`src/rtl/msgbuf_ctl_pkg.sv`:
```
package msgbuf_ctl_pkg;

  localparam int FLAG_CNT = 4;
  localparam int FL_READY = 0;
  localparam int FL_TXREQ = 1;
  localparam int FL_DNEW  = 2;
  localparam int FL_OWR   = 3;

  // flags the CPU may set; the others are clear-only
  localparam logic [FLAG_CNT-1:0] SW_SET_MASK = 4'b0011;

  typedef struct packed {
    logic setDn;
    logic setOw;
    logic clrTrq;
    logic loadCfg;
  } mbStrobe_t;

endpackage

```
`src/rtl/msgbuf_ctl_decide.sv`:
```
module msgbuf_ctl_decide
  import msgbuf_ctl_pkg::*;
#(
  parameter int TYPE_W     = 3,
  parameter int TX_TYPE    = 0,
  parameter int RX_TYPE_LO = 1,
  parameter int RX_TYPE_HI = 5
) (
  input  logic              clk,
  input  logic              rst,
  input  logic              cpuCfgWr,
  input  logic              ready,
  input  logic              dataNew,
  input  logic [TYPE_W-1:0] bufType,
  input  logic              intEn,
  input  logic              evTxDone,
  input  logic              evDataStored,
  input  logic              evRemoteStored,
  output mbStrobe_t         strobe,
  output logic              irqTx,
  output logic              irqRx
);

  logic isTxBuf, isRxBuf;
  logic txAccept, dataAccept, remoteAccept, storeAccept;

  always_comb begin
    isTxBuf = (bufType == TYPE_W'(TX_TYPE));
    isRxBuf = (bufType >= TYPE_W'(RX_TYPE_LO)) && (bufType <= TYPE_W'(RX_TYPE_HI));
  end

  always_comb begin
    txAccept     = ready && evTxDone && isTxBuf;
    dataAccept   = ready && evDataStored && isRxBuf;
    remoteAccept = ready && evRemoteStored && isTxBuf;
    storeAccept  = dataAccept || remoteAccept;
  end

  always_comb begin
    strobe.setDn   = storeAccept;
    strobe.setOw   = storeAccept && dataNew;
    strobe.clrTrq  = txAccept;
    strobe.loadCfg = cpuCfgWr && !ready;
  end

  assign irqTx = txAccept && intEn;
  assign irqRx = storeAccept && intEn;


  idleNoIrq_chk: assert property (@(posedge clk) disable iff (rst)
    !ready |-> (!irqTx && !irqRx));


  maskNoIrq_chk: assert property (@(posedge clk) disable iff (rst)
    !intEn |-> (!irqTx && !irqRx));


  txIrqClass_chk: assert property (@(posedge clk) disable iff (rst)
    irqTx |-> evTxDone);

endmodule

```
`src/rtl/msgbuf_ctl_flags.sv`:
```
module msgbuf_ctl_flags
  import msgbuf_ctl_pkg::*;
#(
  parameter int TYPE_W = 3,
  localparam int CFG_W = TYPE_W + 1
) (
  input  logic                clk,
  input  logic                rst,
  input  mbStrobe_t           strobe,
  input  logic                cpuFlagWr,
  input  logic [FLAG_CNT-1:0] cpuFlagSet,
  input  logic [FLAG_CNT-1:0] cpuFlagClr,
  input  logic [CFG_W-1:0]    cpuCfgData,
  output logic [FLAG_CNT-1:0] flags,
  output logic [TYPE_W-1:0]   bufType,
  output logic                intEn
);

  logic [FLAG_CNT-1:0] hwSet, hwClr, swSet, swClr;
  logic [CFG_W-1:0]    cfgReg;

  always_comb begin
    hwSet = '0;
    hwClr = '0;
    hwSet[FL_DNEW]  = strobe.setDn;
    hwSet[FL_OWR]   = strobe.setOw;
    hwClr[FL_TXREQ] = strobe.clrTrq;
    swSet = cpuFlagWr ? (cpuFlagSet & SW_SET_MASK) : '0;
    swClr = cpuFlagWr ? cpuFlagClr : '0;
  end

  // priority per bit: hardware set, CPU clear, CPU set, hardware clear
  for (genvar i = 0; i < FLAG_CNT; i++) begin : g_flag
    always_ff @(posedge clk) begin
      if (rst)           flags[i] <= 1'b0;
      else if (hwSet[i]) flags[i] <= 1'b1;
      else if (swClr[i]) flags[i] <= 1'b0;
      else if (swSet[i]) flags[i] <= 1'b1;
      else if (hwClr[i]) flags[i] <= 1'b0;
    end
  end

  always_ff @(posedge clk) begin
    if (rst)                 cfgReg <= '0;
    else if (strobe.loadCfg) cfgReg <= cpuCfgData;
  end

  assign bufType = cfgReg[TYPE_W-1:0];
  assign intEn   = cfgReg[TYPE_W];


  dnOnlyByHw_chk: assert property (@(posedge clk) disable iff (rst)
    $rose(flags[FL_DNEW]) |-> $past(strobe.setDn));


  dnHwWins_chk: assert property (@(posedge clk) disable iff (rst)
    strobe.setDn |=> flags[FL_DNEW]);


  owSticky_chk: assert property (@(posedge clk) disable iff (rst)
    (flags[FL_OWR] && !(cpuFlagWr && cpuFlagClr[FL_OWR])) |=> flags[FL_OWR]);


  trqCleared_chk: assert property (@(posedge clk) disable iff (rst)
    (strobe.clrTrq && !(cpuFlagWr && cpuFlagSet[FL_TXREQ])) |=> !flags[FL_TXREQ]);


  cfgFrozen_chk: assert property (@(posedge clk) disable iff (rst)
    $past(flags[FL_READY]) |-> $stable(cfgReg));

endmodule

```
`src/rtl/msgbuf_ctl.sv`:
```
module msgbuf_ctl
  import msgbuf_ctl_pkg::*;
#(
  parameter int TYPE_W     = 3,
  parameter int TX_TYPE    = 0,
  parameter int RX_TYPE_LO = 1,
  parameter int RX_TYPE_HI = 5
) (
  input  logic              clk,
  input  logic              rst,
  input  logic              cpuCfgWr,
  input  logic [TYPE_W:0]   cpuCfgData,
  input  logic              cpuFlagWr,
  input  logic [3:0]        cpuFlagSet,
  input  logic [3:0]        cpuFlagClr,
  input  logic              evTxDone,
  input  logic              evDataStored,
  input  logic              evRemoteStored,
  output logic              flagReady,
  output logic              flagTxReq,
  output logic              flagDataNew,
  output logic              flagOverwrite,
  output logic [TYPE_W-1:0] bufType,
  output logic              intEnable,
  output logic              irqTx,
  output logic              irqRx,
  output logic              bufWrPermit
);

  mbStrobe_t           strobe;
  logic [FLAG_CNT-1:0] flags;

  msgbuf_ctl_decide #(
    .TYPE_W(TYPE_W), .TX_TYPE(TX_TYPE),
    .RX_TYPE_LO(RX_TYPE_LO), .RX_TYPE_HI(RX_TYPE_HI)
  ) u_decide (
    .clk(clk), .rst(rst),
    .cpuCfgWr(cpuCfgWr),
    .ready(flags[FL_READY]),
    .dataNew(flags[FL_DNEW]),
    .bufType(bufType),
    .intEn(intEnable),
    .evTxDone(evTxDone),
    .evDataStored(evDataStored),
    .evRemoteStored(evRemoteStored),
    .strobe(strobe),
    .irqTx(irqTx),
    .irqRx(irqRx)
  );

  msgbuf_ctl_flags #(.TYPE_W(TYPE_W)) u_flags (
    .clk(clk), .rst(rst),
    .strobe(strobe),
    .cpuFlagWr(cpuFlagWr),
    .cpuFlagSet(cpuFlagSet),
    .cpuFlagClr(cpuFlagClr),
    .cpuCfgData(cpuCfgData),
    .flags(flags),
    .bufType(bufType),
    .intEn(intEnable)
  );

  assign flagReady     = flags[FL_READY];
  assign flagTxReq     = flags[FL_TXREQ];
  assign flagDataNew   = flags[FL_DNEW];
  assign flagOverwrite = flags[FL_OWR];
  assign bufWrPermit   = !flags[FL_READY];


  permitOwnership_chk: assert property (@(posedge clk) disable iff (rst)
    $rose(flagReady) |-> !bufWrPermit);

endmodule

```
`config.mk`:
```
export PLATFORM = sky130hd
export DESIGN_NAME = msgbuf_ctl
export DESIGN_NICKNAME = d
export VERILOG_FILES = /design/src/rtl/msgbuf_ctl_pkg.sv /design/src/rtl/msgbuf_ctl_decide.sv /design/src/rtl/msgbuf_ctl_flags.sv /design/src/rtl/msgbuf_ctl.sv
export SDC_FILE = /design/constraint.sdc
export NUM_CORES = 1
export LEC_CHECK = 0
export CAP_MARGIN = 20
export CORE_AREA = 2 2 39 41
export CTS_CLUSTER_DIAMETER = 120
export DETAILED_ROUTE_END_ITERATION = 16
export DIE_AREA = 0 0 41 43
export PLACE_DENSITY = 0.72
export RECOVER_POWER = 100
export SYNTH_ARGS = -nofsm -noshare
export SYNTH_HDL_FRONTEND = slang
export SYNTH_HIERARCHICAL = 1
export SYNTH_SLANG_ARGS = --single-unit
```
`constraint.sdc`:
```
create_clock -name clk -period 1.7 [get_ports clk]
set_input_delay 0.255 -clock clk [delete_from_list [all_inputs] [get_ports clk]]
set_output_delay 0.255 -clock clk [all_outputs]
set_load 0.02 [all_outputs]
```
### Word-level counts from Yosys, hierarchy flattened

Index checks and enable logic that the tools add are counted.

* bits of input ports: 19
* flip-flop bits (word level): 8

* magnitude comparators: 2
* reductions and logical operators: 19
* muxes and demuxes: 10

Operators by type and width (count)
* $logic_and 1x1->1: 11
* $mux 1: 8
* $reduce_bool 3->1: 2
* $mux 4: 1
* $reduce_or 2->1: 2
* $ge 3x1->1 const B: 1
* $le 3x3->1 const B: 1
* $logic_not 3->1: 1
* $mux 2: 1
* $reduce_bool 2->1: 1
* $logic_not 1->1: 1
* $logic_or 1x1->1: 1

### Depth between registers and ports, before layout

* word-level depth: 6
* gate-level depth with buffers: 6
* depth with buffers taken out: 5

### Modules after synthesis

The synthesis kept the hierarchy.

Modules (own cells, without submodules)
* msgbuf_ctl_flags: cells an instance 29, instances 1, seq. area each 160.2 um2, area an instance 295.3 um2
* msgbuf_ctl_decide: cells an instance 15, instances 1, seq. area each 0.0 um2, area an instance 98.8 um2
* msgbuf_ctl: cells an instance 1, instances 1, seq. area each 0.0 um2, area an instance 3.8 um2

### Worst setup path after synthesis

OpenSTA, ideal clock, no wires.

* path kind: reg2out
* start point: reg u_flags.cfgReg[1]
* end point: out irqRx
* slack: 81 ps
* stages on the path, launching flop included: 4
* arrival time: 1364 ps
* required time: 1445 ps
* cell sequence: dfxtp_1 or4b_1 o311a_2 nor2_1

* word-level cells in the longest chain between the ends: 5
* elaborated cells between the ends (all ways): 8

Ends and longest elaborated chain
* start, declared: line msgbuf_ctl_flags.sv:20 `logic [CFG_W-1:0] cfgReg;`
* start signal, assigned: line msgbuf_ctl_flags.sv:45 `else if (strobe.loadCfg) cfgReg <= cpuCfgData;`
* $ge 3x1->1 / $le 3x3->1 (equally long branches): line msgbuf_ctl_decide.sv:29 `isRxBuf = (bufType >= TYPE_W'(RX_TYPE_LO)) && (bufType <= TYPE_W'(RX_TYPE_HI));`
* $logic_and 1x1->1: line msgbuf_ctl_decide.sv:29
* $logic_and 1x1->1: line msgbuf_ctl_decide.sv:34 `dataAccept = ready && evDataStored && isRxBuf;`
* $logic_or 1x1->1 *: line msgbuf_ctl_decide.sv:36 `storeAccept = dataAccept || remoteAccept;`
* $logic_and 1x1->1 *: line msgbuf_ctl_decide.sv:47 `assign irqRx = storeAccept && intEn;`
* end, declared: line msgbuf_ctl.sv:26 `output logic irqRx,`

Every way passes the cells marked *; elsewhere a longest branch is shown, timed or not.

### Final worst setup path

* start point: reg u_flags.cfgReg[2]
* end point: out irqRx

Same word-level chain as after synthesis.

==> flow_summary.json <==
{
  "status": "finished, violations left",
  "violations": "negative setup slack",
  "rows": 14,
  "die_area_um2": 1760,
  "critPathArrivalTime_ns": 1.45,
  "rrSetupSlack_ns": 0.09,
  "grt_overflow": 0,
  "hp-class": "reg2reg",
  "die_w_um": 41,
  "tns_ns": -0.00172,
  "post_cts.repair.setup_buffers": 0,
  "crit_required_ns": 1.44,
  "layout.nets": 100,
  "critPathLaunchType": "register",
  "grt_pass1_wl_mm": 1.75,
  "cts.htree.levels": 1,
  "vias_per_cell": 4.57,
  "synth.ff_latch_count": 8,
  "syn_inst": 45,
  "synth_area_um2": 398,
  "max-slew-margin-rel": 0.782,
  "drt_iter0_drc": 3,
  "syn_to_final_growth_pct": 90.3,
  "cts_tree": "yes",
  "endpoint_kind": "primary output",
  "start_util": 0.288,
  "crit_type": "reg2out",
  "cpPeakStageDelay_ns": 0.54,
  "routed_wirelength_mm": 1.23,
  "synth_nets": 64,
  "io_pins": 30,
  "dr_total_vias": 434,
  "grt_pass1_vias": 425,
  "diodes": 0,
  "drt-wirelength-per-cell_um": 13.0,
  "yosysSeqAreaShare": 0.403,
  "critPathSlowestCell": "or4b_4",
  "syn_avg_cell_area_um2": 8.84,
  "dp_slack_ns": -0.565,
  "dr.pass1.iters": 4,
  "finalClockSkew_ns": 0.000264,
  "clk_latency_ns": 0.24,
  "path_max_fanout": 2,
  "yosysWarnings": 6,
  "drtAntennaViolNets": 0,
  "finalCritPeriodShare": 1.00,
  "vdd.ir_drop.worst_mv": 0.346,
  "whs_ns": 0.497,
  "track_usage": 0.150,
  "hold_viol": 0,
  "drv_cap": 0,
  "path_cells": "or4b_4 -> o311a_4 -> nor2_4 -> buf_6",
  "mostFrequentLayoutCells": "clkdlybuf4s50_1, nor2_1, dfxtp_1",
  "layout_commonest_cell": "clkdlybuf4s50_1",
  "clk_pin_slew_worst_paths_ns": 0.05,
  "min_period_ns": 1.70,
  "drive_above_1_share": 0.228,
  "cts_made_buffers": 3,
  "fmax_mhz": 588,
  "cts.sinks": 8,
  "cts-root-buf": "clkbuf_4",
  "gp_congestion": 0.682,
  "final-setup-viol-count": 1,
  "leakage_nw": 0.309,
  "slew_violations": 0,
  "critPathBufInv": 1,
  "die_h_um": 43,
  "worst_pin_slew_ns": 0.326,
  "drc": 0,
  "dp_hpwl_um": 880,
  "setup_ws_ns": -0.00172,
  "grt_max_degree": 9,
  "antenna_found_initial": 0,
  "p_per_area_nw_per_um2": 639,
  "io_buffers": 27,
  "core_um2": 1380,
  "rsz0062_at_grt": "yes",
  "synth_cell_type_count": 20,
  "critPathTopFamily": "simple AND/OR/NAND/NOR gates",
  "clockBufferDepth": 2
}
power breakdown:
part           total, W  switching (W)  internal (W)
Combinational  0.000144      0.0000604     0.0000840
Clock          0.000135      0.0000547     0.0000801
Sequential     0.000204     0.00000627      0.000198
area by class of cell:
class,count,area (um2)
fill,128,627
timing repair buffer,35,317
multi-input combinational,29,221
sequential,8,161
clock buffer,3,22.5
tap,16,20.0
inverter,4,15.0
metal layers:
metal,wire (um),vias to the layer above,GRT usage,share of wire
met3,116,0,0.0419,0.094
li1,-,223,-,-
met2,664,21,0.281,0.54
met1,452,190,0.146,0.37
met4,0,0,0.0400,0
met5,0,-,0,0
repair_timing:
item	4_1_cts	5_1_grt
hold buffers	0	0
resized for setup	16	2
pin swaps	1	1
setup endpoints to repair	2	2
cells by family (layout without fill, tap and decap cells):
kind of cell,count (synthesis),after routing,share of synthesized area
AO/OA/AOI/OAI,6,6,0.141
multiplexers,4,4,0.101
AND/OR/NAND/NOR,19,19,0.255
buffers and inverters,8,42,0.101
flip-flops,8,8,0.403
tightest hold or removal path: stages, from the launching register on:
cell,delay [ns]
dfxtp_1,0.31
nor2_1,0.10
a311oi_1,0.05
worst paths after layout:
check	cells past startpoint	start	endpoint
hold reg to reg	2	u_flags/flags[3]	u_flags/flags[3]
setup / recovery	4	u_flags/cfgReg[2]	irqRx
hold / removal	2	u_flags/flags[3]	u_flags/flags[3]
setup reg to reg	6	u_flags/cfgReg[2]	u_flags/flags[3]
through the flow:
stage	cells	area [um2]	power, W	util
4_1_cts	95	764	0.000497	0.552
3_3_place_gp	92	723	0.000344	0.523
2_1_floorplan	45	398	0.000262	-
5_1_grt	95	757	0.000512	0.547
3_5_place_dp	92	723	0.000346	0.523
6_report	95	757	0.000483	0.547
cells in the mapped netlist:
library cell,n,area [um2]
and2_1,1,6.26
or4b_1,1,10.0
nor2b_1,1,6.26
buf_2,1,5.00
dfxtp_1,8,160
clkbuf_2,1,5.00
nand2b_1,1,6.26
buf_4,2,15.0
nor2b_2,1,8.76
a221oi_2,1,15.0
nand2_1,3,11.3
a21oi_1,1,5.00
a211oi_1,1,7.51
inv_1,4,15.0
and4b_2,1,11.3
nand3b_1,1,7.51
mux2i_1,4,40.0
a311oi_1,2,17.5
nor2_1,9,33.8
o311a_2,1,11.3
registers in the layout, indices dropped and copies added, names as in the netlist:
register and flops:
u_flags/flags 4, u_flags/cfgReg 4
Note: power is estimated with default switching activity, not from simulation.
